===== config.mk =====
export PLATFORM = sky130hd
export DESIGN_NAME = keymatrix_scanner
export DESIGN_NICKNAME = d
export VERILOG_FILES = /design/src/rtl/kms_pkg.sv /design/src/rtl/kms_scan_timer.sv /design/src/rtl/kms_key_filter.sv /design/src/rtl/kms_fifo.sv /design/src/rtl/keymatrix_scanner.sv
export SDC_FILE = /design/constraint.sdc
export NUM_CORES = 1
export LEC_CHECK = 0
export BUFFER_PORTS_ARGS = -buffer_cell sky130_fd_sc_hd__buf_2
export CAP_MARGIN = 0
export CORE_MARGIN = 1
export CORE_UTILIZATION = 28
export CTS_CLUSTER_DIAMETER = 30
export DETAILED_ROUTE_END_ITERATION = 10
export PLACE_DENSITY_LB_ADDON = 0.15
export RECOVER_POWER = 25
export SETUP_SLACK_MARGIN = 0.15
export SYNTH_ARGS = -nofsm -noshare
export SYNTH_HDL_FRONTEND = slang
export SYNTH_SLANG_ARGS = --single-unit

===== constraint.sdc =====
create_clock -name clk -period 5.8 [get_ports clk]
set_clock_uncertainty 0.1 [all_clocks]
set_input_delay 1.16 -clock clk [delete_from_list [all_inputs] [get_ports clk]]
set_output_delay 1.16 -clock clk [all_outputs]
set_load 0.01 [all_outputs]

===== src/rtl/kms_pkg.sv =====
`timescale 1ns/1ps
package kms_pkg;
    typedef enum logic [1:0] {
        LOCK_IDLE = 2'd0,
        LOCK_PEND = 2'd1,
        LOCK_HELD = 2'd2
    } lock_state_t;

    function automatic logic [7:0] make_code(input logic sh, input logic [2:0] r, input logic [2:0] c);
        return {1'b0, sh, r, c};
    endfunction
endpackage


===== src/rtl/kms_scan_timer.sv =====
`timescale 1ns/1ps
module kms_scan_timer #(
    parameter int ROWS = 8,
    parameter int COLS = 8
) (
    input  logic            clk,
    input  logic            rst_n,
    input  logic            restart,
    input  logic            mode_dec,
    output logic [2:0]      row,
    output logic [2:0]      col,
    output logic            frame_end,
    output logic [ROWS-1:0] scan_out
);
    localparam logic [2:0] LAST_ROW = 3'(ROWS - 1);
    localparam logic [2:0] LAST_COL = 3'(COLS - 1);

    logic [2:0] row_q, col_q;

    always_ff @(posedge clk) begin
        if (!rst_n || restart) begin
            row_q <= '0;
            col_q <= '0;
        end else if (col_q == LAST_COL) begin
            col_q <= '0;
            row_q <= (row_q == LAST_ROW) ? 3'd0 : row_q + 3'd1;
        end else begin
            col_q <= col_q + 3'd1;
        end
    end

    assign row       = row_q;
    assign col       = col_q;
    assign frame_end = (row_q == LAST_ROW) && (col_q == LAST_COL);

    for (genvar gi = 0; gi < ROWS; gi++) begin : g_line
        if (gi < 3) begin : g_low
            assign scan_out[gi] = mode_dec ? (row_q == 3'(gi)) : row_q[gi];
        end else begin : g_high
            assign scan_out[gi] = mode_dec && (row_q == 3'(gi));
        end
    end
endmodule


===== src/rtl/kms_key_filter.sv =====
`timescale 1ns/1ps
module kms_key_filter
    import kms_pkg::*;
(
    input  logic       clk,
    input  logic       rst_n,
    input  logic       restart,
    input  logic       nkro,
    input  logic [2:0] row,
    input  logic [2:0] col,
    input  logic       frame_end,
    input  logic       closed,
    input  logic       shift,
    output logic       push,
    output logic [7:0] code
);
    logic [63:0] seen_q, taken_q;
    logic [5:0]  idx;
    logic        nk_hit;

    assign idx    = {row, col};
    assign nk_hit = closed && seen_q[idx] && !taken_q[idx];

    always_ff @(posedge clk) begin
        if (!rst_n || restart) begin
            seen_q  <= '0;
            taken_q <= '0;
        end else begin
            seen_q[idx]  <= closed;
            taken_q[idx] <= closed && (taken_q[idx] || nk_hit);
        end
    end

    logic [1:0]  cnt_q, cnt_n;
    logic [5:0]  first_q, first_n, cand_q, cand_n;
    lock_state_t state_q, state_n;
    logic        lone, none, lock_fire, lock_push;

    always_comb begin
        cnt_n   = cnt_q;
        first_n = first_q;
        if (closed) begin
            cnt_n = (cnt_q == 2'd0) ? 2'd1 : 2'd2;
            if (cnt_q == 2'd0) first_n = idx;
        end
    end

    assign lone = (cnt_n == 2'd1);
    assign none = (cnt_n == 2'd0);

    always_ff @(posedge clk) begin
        if (!rst_n || restart || frame_end) begin
            cnt_q   <= '0;
            first_q <= '0;
        end else begin
            cnt_q   <= cnt_n;
            first_q <= first_n;
        end
    end

    always_ff @(posedge clk) begin
        if (!rst_n || restart) begin
            state_q <= LOCK_IDLE;
            cand_q  <= '0;
        end else if (frame_end) begin
            state_q <= state_n;
            cand_q  <= cand_n;
        end
    end

    always_comb begin
        state_n   = state_q;
        cand_n    = cand_q;
        lock_fire = 1'b0;
        unique case (state_q)
            LOCK_IDLE: begin
                if (lone) begin
                    state_n = LOCK_PEND;
                    cand_n  = first_n;
                end
            end
            LOCK_PEND: begin
                if (lone && first_n == cand_q) begin
                    state_n   = LOCK_HELD;
                    lock_fire = 1'b1;
                end else if (lone) begin
                    cand_n = first_n;
                end else begin
                    state_n = LOCK_IDLE;
                end
            end
            LOCK_HELD: begin
                if (none) begin
                    state_n = LOCK_IDLE;
                end else if (lone && first_n != cand_q) begin
                    state_n = LOCK_PEND;
                    cand_n  = first_n;
                end
            end
            default: state_n = LOCK_IDLE;
        endcase
    end

    always_comb begin
        lock_push = frame_end && lock_fire;
        push      = nkro ? nk_hit : lock_push;
        code      = nkro ? make_code(shift, row, col)
                         : make_code(shift, cand_q[5:3], cand_q[2:0]);
    end
endmodule


===== src/rtl/kms_fifo.sv =====
`timescale 1ns/1ps
module kms_fifo #(
    parameter  int DEPTH = 8,
    localparam int PW    = $clog2(DEPTH),
    localparam int CW    = $clog2(DEPTH + 1)
) (
    input  logic          clk,
    input  logic          rst_n,
    input  logic          clr,
    input  logic          push,
    input  logic [7:0]    din,
    input  logic          pop,
    output logic [7:0]    head,
    output logic [CW-1:0] count,
    output logic          overrun
);
    logic [7:0]    mem_q [DEPTH];
    logic [PW-1:0] wr_q, rd_q;
    logic [CW-1:0] cnt_q;
    logic          ovr_q, full, do_push, do_pop;

    assign full    = (cnt_q == CW'(DEPTH));
    assign do_pop  = pop && (cnt_q != '0);
    assign do_push = push && (!full || do_pop);

    function automatic logic [PW-1:0] step(input logic [PW-1:0] p);
        return (p == PW'(DEPTH - 1)) ? '0 : p + PW'(1);
    endfunction

    always_ff @(posedge clk) begin
        if (do_push && !clr) mem_q[wr_q] <= din;
    end

    always_ff @(posedge clk) begin
        if (!rst_n || clr) begin
            wr_q  <= '0;
            rd_q  <= '0;
            cnt_q <= '0;
            ovr_q <= 1'b0;
        end else begin
            if (do_push) wr_q <= step(wr_q);
            if (do_pop)  rd_q <= step(rd_q);
            unique case ({do_push, do_pop})
                2'b10:   cnt_q <= cnt_q + CW'(1);
                2'b01:   cnt_q <= cnt_q - CW'(1);
                default: cnt_q <= cnt_q;
            endcase
            if (push && !do_push) ovr_q <= 1'b1;
        end
    end

    assign head    = (cnt_q != '0) ? mem_q[rd_q] : 8'h00;
    assign count   = cnt_q;
    assign overrun = ovr_q;
endmodule


===== src/rtl/keymatrix_scanner.sv =====
`timescale 1ns/1ps
module keymatrix_scanner #(
    parameter  int ROWS  = 8,
    parameter  int COLS  = 8,
    parameter  int DEPTH = 8,
    localparam int CW    = $clog2(DEPTH + 1)
) (
    input  logic            clk,
    input  logic            rst_n,
    input  logic            cfg_we,
    input  logic            cfg_decoded,
    input  logic            cfg_nkro,
    input  logic            clr,
    input  logic            rd_pop,
    input  logic            shift_in,
    input  logic [COLS-1:0] ret_n,
    output logic [ROWS-1:0] scan_out,
    output logic [7:0]      rd_data,
    output logic [CW-1:0]   fifo_count,
    output logic            irq,
    output logic            overrun
);
    logic       mode_dec_q, mode_nkro_q;
    logic [2:0] row, col;
    logic       frame_end, closed, push;
    logic [7:0] push_code;
    logic [7:0] ret_wide;

    always_ff @(posedge clk) begin
        if (!rst_n) begin
            mode_dec_q  <= 1'b0;
            mode_nkro_q <= 1'b0;
        end else if (cfg_we) begin
            mode_dec_q  <= cfg_decoded;
            mode_nkro_q <= cfg_nkro;
        end
    end

    assign ret_wide = 8'({8'hFF, ret_n});
    assign closed   = !ret_wide[col];

    kms_scan_timer #(.ROWS(ROWS), .COLS(COLS)) u_timer (
        .clk(clk), .rst_n(rst_n), .restart(cfg_we), .mode_dec(mode_dec_q),
        .row(row), .col(col), .frame_end(frame_end), .scan_out(scan_out)
    );

    kms_key_filter u_filter (
        .clk(clk), .rst_n(rst_n), .restart(cfg_we), .nkro(mode_nkro_q),
        .row(row), .col(col), .frame_end(frame_end), .closed(closed),
        .shift(shift_in), .push(push), .code(push_code)
    );

    kms_fifo #(.DEPTH(DEPTH)) u_fifo (
        .clk(clk), .rst_n(rst_n), .clr(clr), .push(push), .din(push_code),
        .pop(rd_pop), .head(rd_data), .count(fifo_count), .overrun(overrun)
    );

    assign irq = (fifo_count != '0);
endmodule


==> impl_metrics.yaml <==
cts:
  cts_max_path_buffers: 3
  cts-root-buf: "clkbuf_16"
  postCtsResizedCells: 0
  cts_tree: "built"
  path_clk_slew_ns: 0.04
  cts_buffers: 61
  hold_buffers: 0
  clk_latency_ns: 0.59
  cts_sinks: 222
  htreeDepth: 2
  post-cts-setup-buffers: 0
yosys:
  syn_inst: 1133
  synth_seq_cells: 222
  synth_top_area_cell: "dfxtp_1"
  async_flop_share: 0
  synth_top_area_frac: 0.319
  yosysUniqueCellTypes: 63
  synth.most_common_cell: "dfxtp_1"
  syn_nets: 1165
  ys_warn_count: 0
  synthFlopType: "dfxtp_1"
  synth.avg_cell_area_um2: 9.20
  synth_edf_count: 56
  netlist_area_um2: 10400
  yosys-top-cells-area: "dfxtp_1, edfxtp_1, a21oi_1"
  synth_common_cells: "dfxtp_1, nand2_1, a21oi_1"
  ys_seq_area_frac: 0.480
route:
  vias_per_cell: 5.19
  drtIter0Drc: 599
  firstDrtPassIters: 5
  antenna_left: 0
  wl_per_cell_um: 19.9
  route.detailed.drc: 0
  vias: 8814
  wl_um: 33800
cells_and_area:
  multiInputGateArea_um2: 5010
  layout-drive-gt1-share: 0.179
  seqCellArea_um2: 5000
  fillers: 3739
  nNetsFinal: 1213
  design_area_um2: 13300
  syn2layout_area_growth_pct: 27.7
  antenna_cells: 0
critical_path:
  rrSetupSlack_ns: 0.65
  start_kind: "flip-flop"
  cp.required_ns: 6.22
  worstPathArrival_ns: 5.57
  crit_fanout: 26
  crit_type: "flip-flop to flip-flop"
  crit_path_end_kind: "flip-flop"
global_routing:
  grt_pass1_wl_um: 52400
  grt_pass1_vias: 8824
  met1_usage: 0.238
  gr-usage-met2: 0.288
  grt_usage: 0.179
  grt_remaining_overflow: 0
  grt_use_met3: 0.0357
  antenna_found_initial: 1
  top_usage_layer: "met2"
  grt_max_degree: 78
flow_run:
  cap_violations: 0
sta:
  setup_violations: 0
  grt_setup_unrepaired: "no"
  fin_crit_ns: 5.15
  maxSlewViolCount: 0
  tns_ns: 0
  maxSlewHeadroom: 0.208
  hold_slack_ns: 0.349
  fmax_mhz: 194
  period_share: 0.889
  worstMarginPinSlew_ns: 1.18
  hold_viol: 0
pwr:
  clockPowerShare: 0.666
  p_per_area_nw_per_um2: 393
  power_frac_comb: 0.028
  power_uw: 5220
  power.internal_uw: 4120
  seqPwrFrac: 0.306
  p_switching_uw: 1110
  switching_share: 0.212
  power.leakage_uw: 0.00450
  vdd_ir_drop_max_v: 0.000246
place:
  hpwlAfterDp_um: 21200
  port_buffers: 36
  finalWeightedCongestion: 0.831
  detailed_place.area_um2: 11200
die:
  die_w_um: 195
  die-area_um2: 38000
  io_pins: 38
  die_h_um: 195
  initial_core_util: 0.285
  std_cell_rows: 70
  core-area_um2: 36600
hold_path:
  hp-class: "flip-flop to flip-flop"
outcome:
  outcome: "finished clean"
==> cell usage in the layout (no fill, tap or decap), types with 5 or more instances in the layout <==
master        n
a22oi_1      14
inv_1        10
nand2b_1      5
edfxtp_1     56
bufinv_16    11
dfxtp_1     166
a221oi_1     18
o21ai_0      88
nor2b_1      16
mux4_2       18
nand3_1      86
clkbuf_8      6
xnor2_1       9
and2_1        5
mux2_1       12
mux2i_1      36
buf_2        29
buf_4        39
clkinvlp_4    6
nand4_1       6
nor2_1       69
clkbuf_1     17
o22ai_1       7
nor3_1       11
clkbuf_16    62
and3_1        5
a221o_1       6
ha_1         15
clkinv_1     10
nand2_1     161
a21oi_1     138
clkinv_2     10
mux2_2       10
nor4b_2       5
==> area by class of cell <==
cell class / instances / share of cell area
inverters: 15 / 0.00423
well taps: 468 / 0.0440
flip-flops and latches: 222 / 0.376
clock buffers: 76 / 0.125
clock inverters: 37 / 0.0370
repair buffers: 78 / 0.0370
multi-input cells: 803 / 0.376
==> power by group through the flow <==
stage               logic, uW  clock network [uW]  registers [uW]
floorplan                96.6                   0            1620
global placement          146                   0            1630
finish                    145                3480            1600
detailed placement        146                   0            1630
CTS                       147                3530            1600
global route              157                3610            1600
==> cells by family after synthesis <==
group | Yosys count | synth area share
AO/OA/AOI/OAI | 300 | 0.167
XOR/XNOR | 13 | 0.0109
adder cells (fa/ha/maj) | 16 | 0.0199
buffers and inverters | 108 | 0.0429
flip-flops | 222 | 0.480
multiplexers | 77 | 0.0994
other | 1 | 0.000360
AND/OR/NAND/NOR | 396 | 0.179
==> routing by layer <==
metal	wire length [um]	share of wire	up-vias
met1	15200	0.45	4274
met5	0	0	-
met2	15800	0.47	255
li1	-	-	4230
met3	1960	0.058	55
met4	717	0.021	0
==> critical path, stage by stage (launching register included) <==
cell	delay [ns]
dfxtp_1	1.07
buf_4	0.39
nor2b_1	0.14
a221oi_1	0.33
o22ai_1	0.14
a22o_1	0.22
nor4b_2	0.63
and4b_1	0.35
o21ai_4	0.34
ha_1	0.26
ha_1	0.24
a21o_1	0.18
a21oi_1	0.17
xnor2_1	0.08
or3_1	0.30
a21oi_1	0.14
==> final timing paths <==
check | startpoint | cells past startpoint | end
max reg2reg | u_timer.col[2] | 15 | u_fifo.count[3]
min reg2reg | u_filter.taken_q[48] | 2 | u_filter.taken_q[48]
min | u_filter.taken_q[48] | 2 | u_filter.taken_q[48]
max | u_timer.col[2] | 15 | u_fifo.count[3]
==> stage by stage <==
step	worst slack, ns	cells	utilization
3_3_place_gp	0.937	1586	0.305
4_1_cts	0.885	1699	0.364
3_5_place_dp	0.915	1586	0.305
6_report	0.645	1699	0.363
5_1_grt	0.297	1699	0.363
2_1_floorplan	1.41	1133	-
==> registers in the layout, indices dropped and copies added (netlist names), named ones only <==
| register | flops |
|---|---|
| mode_nkro_q | 1 |
| u_fifo.rd_q | 3 |
| u_timer.col | 3 |
| u_filter.first_q | 6 |
| u_timer.row | 3 |
| u_filter.seen_q | 64 |
| u_filter.state_q | 2 |
| u_fifo.wr_q | 3 |
| u_filter.taken_q | 64 |
| u_fifo.count | 4 |
| u_fifo.overrun | 1 |
| mode_dec_q | 1 |
| u_filter.cnt_q | 2 |
| u_filter.cand_q | 6 |
| u_fifo.mem_q | 56 |
Power figures use the tool's default switching activity.
